`src/rtl/exc_entry_ctrl.sv`:
```
module exc_entry_ctrl #(
  parameter int              W           = 32,
  parameter int              CAUSE_W     = 6,
  parameter bit              HAS_DEPC    = 1'b1,
  parameter bit              UNALIGN_EXC = 1'b1,
  parameter bit              HW_ALIGN    = 1'b0,
  parameter logic [CAUSE_W-1:0] ALIGN_CAUSE = 9,
  parameter int              EXCM_BIT    = 4,
  parameter int              UM_BIT      = 5
) (
  input  logic               clk,
  input  logic               rst,
  input  logic               raise_valid,
  input  logic [W-1:0]       raise_pc,
  input  logic [CAUSE_W-1:0] raise_cause,
  input  logic               raise_has_addr,
  input  logic [W-1:0]       raise_addr,
  input  logic               misalign_valid,
  input  logic [W-1:0]       misalign_pc,
  input  logic [W-1:0]       misalign_addr,
  input  logic               ps_wr_en,
  input  logic [W-1:0]       ps_wr_data,
  input  logic [2:0]         rd_sel,
  output logic [W-1:0]       rd_data,
  output logic               vec_valid,
  output logic [1:0]         vec_code
);

  localparam logic [1:0] V_KERNEL = 2'd0;
  localparam logic [1:0] V_USER   = 2'd1;
  localparam logic [1:0] V_DOUBLE = 2'd2;
  localparam bit MIS_EN = UNALIGN_EXC && !HW_ALIGN;

  logic [W-1:0]       ps_q, epc1_q, depc_q, va_q;
  logic [CAUSE_W-1:0] cause_q;

  logic               take_mis, take, dbl, has_va;
  logic [W-1:0]       pc_in, va_in;
  logic [CAUSE_W-1:0] cause_in;
  logic [1:0]         code_in;

  assign take_mis = misalign_valid && MIS_EN && !raise_valid;
  assign take     = raise_valid || take_mis;
  assign pc_in    = raise_valid ? raise_pc    : misalign_pc;
  assign va_in    = raise_valid ? raise_addr  : misalign_addr;
  assign cause_in = raise_valid ? raise_cause : ALIGN_CAUSE;
  assign has_va   = raise_valid ? raise_has_addr : 1'b1;
  assign dbl      = ps_q[EXCM_BIT];
  assign code_in  = dbl ? V_DOUBLE : (ps_q[UM_BIT] ? V_USER : V_KERNEL);

  always_ff @(posedge clk) begin
    if (rst) begin
      ps_q      <= '0;
      epc1_q    <= '0;
      depc_q    <= '0;
      va_q      <= '0;
      cause_q   <= '0;
      vec_valid <= 1'b0;
      vec_code  <= V_KERNEL;
    end else begin
      vec_valid <= take;
      if (take) begin
        vec_code          <= code_in;
        cause_q           <= cause_in;
        ps_q[EXCM_BIT]    <= 1'b1;
        if (has_va) va_q  <= va_in;
        if (dbl && HAS_DEPC) depc_q <= pc_in;
        else                 epc1_q <= pc_in;
      end else if (ps_wr_en) begin
        ps_q <= ps_wr_data;
      end
    end
  end

  always_comb begin
    case (rd_sel)
      3'd0:    rd_data = ps_q;
      3'd1:    rd_data = epc1_q;
      3'd2:    rd_data = HAS_DEPC ? depc_q : '0;
      3'd3:    rd_data = W'(cause_q);
      3'd4:    rd_data = va_q;
      default: rd_data = '0;
    endcase
  end

endmodule

```
`config.mk`:
```
export PLATFORM = sky130hd
export DESIGN_NAME = exc_entry_ctrl
export DESIGN_NICKNAME = d
export VERILOG_FILES = /design/src/rtl/exc_entry_ctrl.sv
export SDC_FILE = /design/constraint.sdc
export NUM_CORES = 1
export LEC_CHECK = 0
export ABC_AREA = 1
export BUFFER_PORTS_ARGS = -buffer_cell sky130_fd_sc_hd__buf_2
export CAP_MARGIN = 0
export CELL_PAD_IN_SITES_DETAIL_PLACEMENT = 0
export CELL_PAD_IN_SITES_GLOBAL_PLACEMENT = 2
export CORE_ASPECT_RATIO = 0.75
export CORE_MARGIN = 4
export CORE_UTILIZATION = 27
export DETAILED_ROUTE_END_ITERATION = 12
export PLACE_DENSITY = 0.82
export SKIP_CTS_REPAIR_TIMING = 1
export SLEW_MARGIN = 0
export SYNTH_ARGS = -nofsm -noshare
export SYNTH_HDL_FRONTEND = slang
export SYNTH_SLANG_ARGS = --single-unit
```
`constraint.sdc`:
```
create_clock -name clk -period 1.3 [get_ports clk]
set_clock_uncertainty 0.1 [all_clocks]
set_input_delay 0.195 -clock clk [delete_from_list [all_inputs] [get_ports clk]]
set_output_delay 0.195 -clock clk [all_outputs]
set_load 0.005 [all_outputs]
```
==> results of run 1 <==
==> layer usage <==
| layer | wire length (um) | vias to the layer above |
|---|---|---|
| met5 | 0 | - |
| met4 | 221 | 0 |
| met3 | 1730 | 18 |
| met2 | 11700 | 215 |
| met1 | 13700 | 3461 |
| li1 | - | 3873 |
==> power by group <==
part / internal (mW) / switching, mW
clock: 3.36 / 1.91
sequential: 4.56 / 0.227
combinational: 0.974 / 1.18
total: 8.90 / 3.32
==> how the worst max path moves through the flow <==
stage,from,end,slack [ns],cells after the start
floorplan,rd_sel[1],rd_data[10],0.03,5
global placement,rd_sel[1],rd_data[10],-0.24,6
detailed placement,rd_sel[1],rd_data[10],-0.23,6
CTS,va_q[10],rd_data[10],-0.35,3
global route,va_q[0],rd_data[0],-0.27,5
finish,va_q[2],rd_data[2],-0.19,5
==> through the flow <==
| stage | util (%) | setup TNS, ns | hold WS, ns |
|---|---|---|---|
| 3_5_place_dp | 34.8 | -11.76 | 0.334 |
| 6_report | 42.1 | -3.76 | -0.0299 |
| 3_3_place_gp | 34.8 | -11.79 | 0.330 |
| 4_1_cts | 37.5 | -6.92 | -0.114 |
| 5_1_grt | 42.1 | -5.47 | 0.000288 |
| 2_1_floorplan | - | 0 | 0.230 |
==> critical path: stages (launching register included) <==
cell and delay (ns):
dfxtp_2 0.36, nand3_1 0.08, nand2_1 0.05, nor2_1 0.10, nand2_1 0.07, buf_2 0.13
==> final cells by class <==
type,count,area [um^2],share of cell area (%)
timing repair buffer,321,2460,24.2
multi-input combinational,791,3710,36.4
tap,331,414,4.07
inverter,21,98.8,0.971
clock inverter,11,168,1.65
clock buffer,21,470,4.62
sequential,137,2860,28.1
==> logic make-up after synthesis <==
| family | count (synthesis) |
|---|---|
| buffers and inverters | 102 |
| flip-flops | 137 |
| AO/OA/AOI/OAI | 141 |
| AND/OR/NAND/NOR | 650 |
==> state kept, by name, summed over array words and instances, names as in the netlist <==
name / flops
cause_q: 6
vec_code: 2
epc1_q: 32
ps_q: 32
depc_q: 32
vec_valid: 1
va_q: 32
==> cells in the final DEF (no fill, tap or decap), types with 9 or more instances in the layout <==
| cell | Yosys | layout |
|---|---|---|
| buf_6 | 9 | 9 |
| o21ai_1 | 26 | 37 |
| dfxtp_1 | 137 | 63 |
| dfxtp_4 | 0 | 9 |
| o21ai_0 | 106 | 92 |
| inv_1 | 11 | 10 |
| nand3_1 | 65 | 21 |
| clkbuf_16 | 0 | 24 |
| buf_2 | 28 | 206 |
| buf_12 | 0 | 25 |
| buf_4 | 9 | 38 |
| nand2_1 | 249 | 246 |
| dlygate4sd3_1 | 0 | 34 |
| nand4_1 | 61 | 61 |
| nand3_2 | 0 | 40 |
| nor2_1 | 266 | 265 |
| dfxtp_2 | 0 | 65 |
==> Yosys cell counts (all sizes together) <==
library cell  number  share of area (%)
dfxtp            137                 41
nor3               1              0.075
buf               51                4.9
a31oi              1              0.093
a21oi              7               0.52
nand3             66                5.1
clkbuf            30                1.8
inv               19                1.1
or2                1              0.093
nand2            253                 14
o21ai            133                 10
clkinv             2               0.15
nand4             61                5.7
nor2             268                 15
==> impl_metrics.json, run 1 <==
{
  "status": "complete, but fails checks",
  "violations": "hold timing, setup timing",
  "grt_busiest_layer": "met1",
  "start_util_pct": 27.7,
  "gp_congestion": 0.817,
  "stdcell_area_um2": 10200,
  "io_buffers": 209,
  "r2r-start": "ps_q[4]",
  "yosys.cell_types.count": 25,
  "fin_cells": 1633,
  "clockRootBuffer": "clkbuf_16",
  "pin_count": 210,
  "antenna_cells": 0,
  "place_area_um2": 8430,
  "dp.cells": 1549,
  "timing.final.crit_period_ns": 1.49,
  "min_to": "ps_q[27]",
  "hold_class": "in2reg",
  "firstDrtPassIters": 5,
  "maxSlewViolCount": 0,
  "insertion_delay_ns": 0.42,
  "fillerInstances": 2589,
  "hp-start": "ps_wr_data[27]",
  "die-area_um2": 27500,
  "synth_top_family_by_area": "simple AND/OR/NAND/NOR gates",
  "drv_cap": 0,
  "synthXorXnorAreaFrac_pct": 0,
  "rsz0062_at_grt": "yes",
  "nets": 1464,
  "tritoncts": "built",
  "detail-route-antenna-nets": 0,
  "clock_path_buffers": 2,
  "htreeDepth": 4,
  "clk_pin_slew_ns": 0.06,
  "synth_cells": 1030,
  "grtUsageMet2_pct": 27.2,
  "die_w_um": 190,
  "worstReg2RegEnd": "epc1_q[21]",
  "ir_drop_v": 0.000936,
  "track_usage_pct": 18.5,
  "synthAdderAreaFrac_pct": 0,
  "power.total_mw": 12.2,
  "whs_path_depth": 3,
  "r2r_slack_ns": 0.06,
  "endpoint_kind": "output pin",
  "relSlewSlack_pct": 78.0,
  "finalHoldViolCount": 4,
  "worstMarginPinSlew_ns": 0.330,
  "grt_use_met3_pct": 4.66,
  "synth.area.mux_share_pct": 0,
  "ys_seq_elements": 137,
  "finalCritPeriodShare_pct": 115,
  "core-area_um2": 24200,
  "yosys_warnings": 0,
  "path_class": "reg2out",
  "synth_area_um2": 6710,
  "avgSynthCellArea_um2": 6.51,
  "critPathMaxFanout": 2,
  "pwr_density_cell_nw_per_um2": 1200,
  "setup.worst_path.start_class": "register",
  "routed_wirelength_mm": 27.4,
  "post-dp-hpwl_mm": 19.2,
  "grt_pass1_vias": 6794,
  "seq_area_frac_synth_pct": 40.9,
  "core.rowCount": 49,
  "routedWlPerCell_um": 16.8,
  "r2r.worst_path.cells": 6,
  "grt-ovfl-total": 0,
  "synthSimpleGateAreaFrac_pct": 40.6,
  "setup_viol": 32,
  "worstPathRequired_ns": 1.00,
  "grt_max_degree": 68,
  "drc": 0,
  "dp_slack_ns": -0.233,
  "drt_iter0_markers": 426,
  "arrival_ns": 1.20,
  "num_vias": 7567,
  "cts_sinks": 137,
  "layout-drive-gt1-share_pct": 35.6,
  "die_h_um": 145,
  "vias_per_cell": 4.63,
  "antenna_found_initial": 0,
  "cts_buffers": 17,
  "grtUsageMet1_pct": 27.4,
  "syn2layout_area_growth_pct": 51.8,
  "finalWorstSetupSlack_ns": -0.194,
  "whs_ns": -0.0299,
  "synth_compound_area_share_pct": 10.6,
  "synth_nets": 1205,
  "grt_pass1_wl_mm": 39.2,
  "fmax_mhz": 669,
  "p_leak_nw": 4.70
}
(Power assumes the default switching activity.)
==> run 2: changes to the inputs <==
- TNS_END_PERCENT: unset -> 30
==> run 2 against run 1 <==
Against the previous run:
- hold slack worse by 0.0057 ns
- utilization down 1.7 points
- the run still ends with hold timing, setup timing left
- critical path depth unchanged
- critical endpoint unchanged
- cell count down 0.67%
- sequential power about the same
- non-clock buffer count down 11
- cell area down 3.9%
- flip-flop and latch count unchanged
- combinational power down 5%
- first-iteration DRC count down 3.8%
==> impl_metrics.json, run 2 (synthesis gave the netlist of run 1 again) <==
{
  "stdcell_area_um2": 9780,
  "p_leak_nw": 4.58,
  "rsz0062_at_grt": "yes",
  "layout-drive-gt1-share_pct": 31.0,
  "htreeDepth": 4,
  "drt_iter0_markers": 410,
  "grt_pass1_vias": 6794,
  "fmax_mhz": 653,
  "path_class": "reg2out",
  "timing.final.crit_period_ns": 1.53,
  "post-dp-hpwl_mm": 19.2,
  "ir_drop_v": 0.000928,
  "die-area_um2": 27500,
  "vias_per_cell": 4.59,
  "clockRootBuffer": "clkbuf_16",
  "drv_cap": 0,
  "grt-ovfl-total": 0,
  "detail-route-antenna-nets": 0,
  "place_area_um2": 8430,
  "path_buf_inv": 1,
  "hold_class": "in2reg",
  "path_cells": "nand4_1 > nand2_1 > nor2_1 > nand2_1 > buf_2",
  "antenna_found_initial": 0,
  "status": "complete, but fails checks",
  "die_h_um": 145,
  "wl_met3_mm": 1.75,
  "fin_cells": 1622,
  "tritoncts": "built",
  "gp_congestion": 0.817,
  "insertion_delay_ns": 0.42,
  "finalCritPeriodShare_pct": 118,
  "grt_max_degree": 68,
  "syn2layout_area_growth_pct": 45.8,
  "violations": "hold timing, setup timing",
  "routed_wirelength_mm": 26.4,
  "setup.worst_path.start_class": "register",
  "track_usage_pct": 18.5,
  "power.total_mw": 12.1,
  "dp.cells": 1549,
  "finalHoldViolCount": 3,
  "whs_ns": -0.0356,
  "highest_layer": "met4",
  "critPathTopFamily": "simple AND/OR/NAND/NOR gates",
  "die_w_um": 190,
  "maxSlewViolCount": 0,
  "arrival_ns": 1.24,
  "routedWlPerCell_um": 16.3,
  "clock_path_buffers": 2,
  "antenna_cells": 0,
  "pwr_density_cell_nw_per_um2": 1230,
  "finalWorstSetupSlack_ns": -0.233,
  "wl_met2_mm": 11.1,
  "drc": 0,
  "clk_pin_slew_ns": 0.07,
  "cts_buffers": 17,
  "worstMarginPinSlew_ns": 0.328,
  "firstDrtPassIters": 5,
  "mostFrequentLayoutCells": "265 x nor2_1, 248 x nand2_1, 207 x buf_2",
  "drt-met1-wl_mm": 13.4,
  "cts_sinks": 137,
  "critPathMaxFanout": 2,
  "grt_pass1_wl_mm": 39.2,
  "max_stage_delay_ns": 0.33,
  "start_util_pct": 27.7,
  "endpoint_kind": "output pin",
  "num_vias": 7438,
  "crit_top_cell": "nand2_1",
  "mostFrequentLayoutCell": "nor2_1",
  "pin_count": 210,
  "cpMaxStageDelayCell": "dfxtp_2",
  "core-area_um2": 24200,
  "nets": 1453,
  "io_buffers": 209,
  "worstPathRequired_ns": 1.00,
  "setup_viol": 32,
  "relSlewSlack_pct": 78.1,
  "core.rowCount": 49
}
-- run 2: layout make-up --
| type | count | area [um^2] |
|---|---|---|
| flip-flops and latches | 137 | 2810 |
| clock inverters | 11 | 168 |
| repair buffers | 310 | 2250 |
| multi-input cells | 791 | 3570 |
| clock buffers | 21 | 470 |
| inverters | 21 | 91.3 |
| well taps | 331 | 414 |
| fillers | 2621 | 14400 |
-- run 2: through the flow --
stage	setup WS, ns	setup TNS (ns)	util (%)
floorplan	0.0332	0	-
global placement	-0.235	-11.79	34.8
detailed placement	-0.233	-11.76	34.8
CTS	-0.345	-6.92	37.5
global route	-0.273	-5.91	40.4
finish	-0.233	-3.95	40.4
-- run 2: final timing paths --
path / to / cells past startpoint / from / slack, ns
min reg2reg: vec_code[0] / 2 / vec_code[0] / 0.36
max reg2reg: vec_code[0] / 7 / ps_q[4] / 0.07
max: rd_data[2] / 5 / cause_q[2] / -0.23
min: ps_q[27] / 3 / ps_wr_data[27] / -0.04
-- run 2: per-layer routing --
layer / GRT usage (%) / vias up
met3: 4.66 / 14
met4: 4.11 / 0
met2: 27.2 / 208
met1: 27.4 / 3363
li1: - / 3853
met5: 0 / -
-- run 2: power breakdown --
| part | total (mW) | internal [mW] | leakage, nW | switching (mW) |
|---|---|---|---|---|
| clock | 5.28 | 3.36 | 0.309 | 1.91 |
| combinational | 2.04 | 0.911 | 3.12 | 1.13 |
| sequential | 4.76 | 4.55 | 1.15 | 0.214 |
-- run 2: worst min-delay path, stage by stage --
cell and delay, ns:
buf_2 0.09, o21ai_0 0.08, nor2_1 0.08
==> run 3: changes to the inputs <==
- SETUP_SLACK_MARGIN: unset -> 0.15
==> run 3 against run 2 <==
Against the previous run:
- the run still ends with hold timing, setup timing left
- via count up 2.8%
- non-clock buffer count up 11
- die area unchanged
- sequential power about the same
- global-route usage up 0.13 points
- register-to-register slack better by 0.12 ns
- first-iteration DRC count up 19%
- fmax up 0.76%
- clock-buffer cell count unchanged
- clock power down 4.4%
- utilization up 1.3 points
- critical endpoint is now rd_data[10]
- largest power group unchanged
==> impl_metrics.json, run 3 (synthesis gave the netlist of run 1 again) <==
{
  "clockRootBuffer": "clkbuf_16",
  "combPwrFrac_pct": 18.0,
  "critPathMaxFanout": 2,
  "grt-ovfl-total": 0,
  "hold_class": "in2reg",
  "cts_sinks": 137,
  "path_buf_inv": 2,
  "drt_iter0_markers": 489,
  "syn2layout_area_growth_pct": 50.4,
  "status": "complete, but fails checks",
  "die-area_um2": 27500,
  "power.share.switching_pct": 27.8,
  "start_util_pct": 27.7,
  "mostFrequentLayoutCell": "nor2_1",
  "finalCritPeriodShare_pct": 117,
  "dp_slack_ns": -0.196,
  "worstPathRequired_ns": 1.00,
  "vias_per_cell": 4.67,
  "fin_cells": 1636,
  "grt_pass1_vias": 6971,
  "arrival_ns": 1.23,
  "insertion_delay_ns": 0.42,
  "cpMaxStageDelayCell": "dfxtp_4",
  "clock_path_buffers": 2,
  "maxSlewViolCount": 0,
  "tritoncts": "built",
  "rsz0062_at_grt": "yes",
  "htreeDepth": 4,
  "track_usage_pct": 18.7,
  "routed_wirelength_mm": 27.8,
  "cts_buffers": 17,
  "setup_viol": 32,
  "pin_count": 210,
  "grt_pass1_wl_mm": 39.6,
  "finalWorstSetupSlack_ns": -0.221,
  "whs_ns": -0.0323,
  "setup.worst_path.start_class": "register",
  "num_vias": 7646,
  "max_stage_delay_ns": 0.37,
  "detail-route-antenna-nets": 0,
  "pwr-share-seq_pct": 39.8,
  "grt_max_degree": 70,
  "relSlewSlack_pct": 79.3,
  "violations": "hold timing, setup timing",
  "clkPwrFrac_pct": 42.2,
  "fmax_mhz": 657,
  "firstDrtPassIters": 5,
  "final_util_pct": 41.7,
  "dp.cells": 1549,
  "mostFrequentLayoutCells": "262 x nor2_1, 241 x nand2_1, 203 x buf_2",
  "clk_pin_slew_ns": 0.06,
  "nets": 1466,
  "core.rowCount": 49,
  "ir_drop_v": 0.000889,
  "drv_cap": 0,
  "layout-drive-gt1-share_pct": 33.4,
  "post-dp-hpwl_mm": 19.2,
  "endpoint_kind": "output pin",
  "drc": 0,
  "core-area_um2": 24200,
  "gp_congestion": 0.808,
  "p_sw_mw": 3.33,
  "worstMarginPinSlew_ns": 0.310,
  "pwr_density_cell_nw_per_um2": 1190,
  "path_cells": "nand3_4 > buf_6 > nand4_1 > buf_2",
  "finalHoldViolCount": 6,
  "path_class": "reg2out",
  "internal-power_mw": 8.64,
  "routedWlPerCell_um": 17.0,
  "critPathTopFamily": "flip-flops",
  "die_w_um": 190,
  "p_leak_nw": 4.69,
  "antenna_found_initial": 5,
  "io_buffers": 209,
  "die_h_um": 145,
  "timing.final.crit_period_ns": 1.52
}
[run 3: changes by cell type in the layout (fill, tap and decap cells not counted), moves of 6 or more]
cell     delta
buf_4       +8
nand3_1    -12
nand2_1     -7
dfxtp_2     +6
nand2_2     +6
nand3_2    +10
[run 3: per-layer routing]
metal | track usage, % | part of all wire [%]
met3 | 4.80 | 6.1
met4 | 4.68 | 1.2
met2 | 28.8 | 44
met5 | 0 | 0.21
met1 | 26.2 | 49
[run 3: area by class of cell]
type                            count  area, um^2
Sequential cell                   137        2810
Multi-Input combinational cell    791        3670
Clock inverter                     11         145
Clock buffer                       21         460
Fill cell                        2602       14100
Tap cell                          331         414
Timing Repair inverter              2        31.3
Antenna cell                        1        2.50
Timing Repair Buffer              321        2440
Inverter                           21         111
[run 3: worst paths after layout]
path	startpoint	to	slack (ns)	cells past startpoint
max	va_q[10]	rd_data[10]	-0.22	4
min	ps_wr_data[27]	ps_q[27]	-0.03	3
max reg2reg	ps_q[4]	epc1_q[5]	0.19	5
min reg2reg	cause_q[2]	cause_q[2]	0.36	2
[run 3: power groups by stage]
stage          Sequential, mW  Combinational (mW)  Clock [mW]
4_1_cts                  4.72                1.89        5.14
6_report                 4.77                2.15        5.05
3_3_place_gp             4.82                1.87           0
3_5_place_dp             4.81                1.88           0
5_1_grt                  4.80                2.40        5.30
2_1_floorplan            4.73                1.05           0
[run 3: per-stage QoR]
step           power, mW  hold slack (ns)  cell area (um^2)  setup TNS (ns)
6_report            12.0          -0.0323             10100           -4.25
5_1_grt             12.5          0.00650             10100           -5.81
4_1_cts             11.8           -0.105              9030           -6.82
3_5_place_dp        6.70            0.339              8430          -12.86
3_3_place_gp        6.68            0.334              8430          -12.40
2_1_floorplan       5.78            0.230              6750               0
[run 3: tightest hold or removal path: stages]
cell	delay, ns
buf_2	0.07
o21ai_0	0.07
nor2_1	0.10
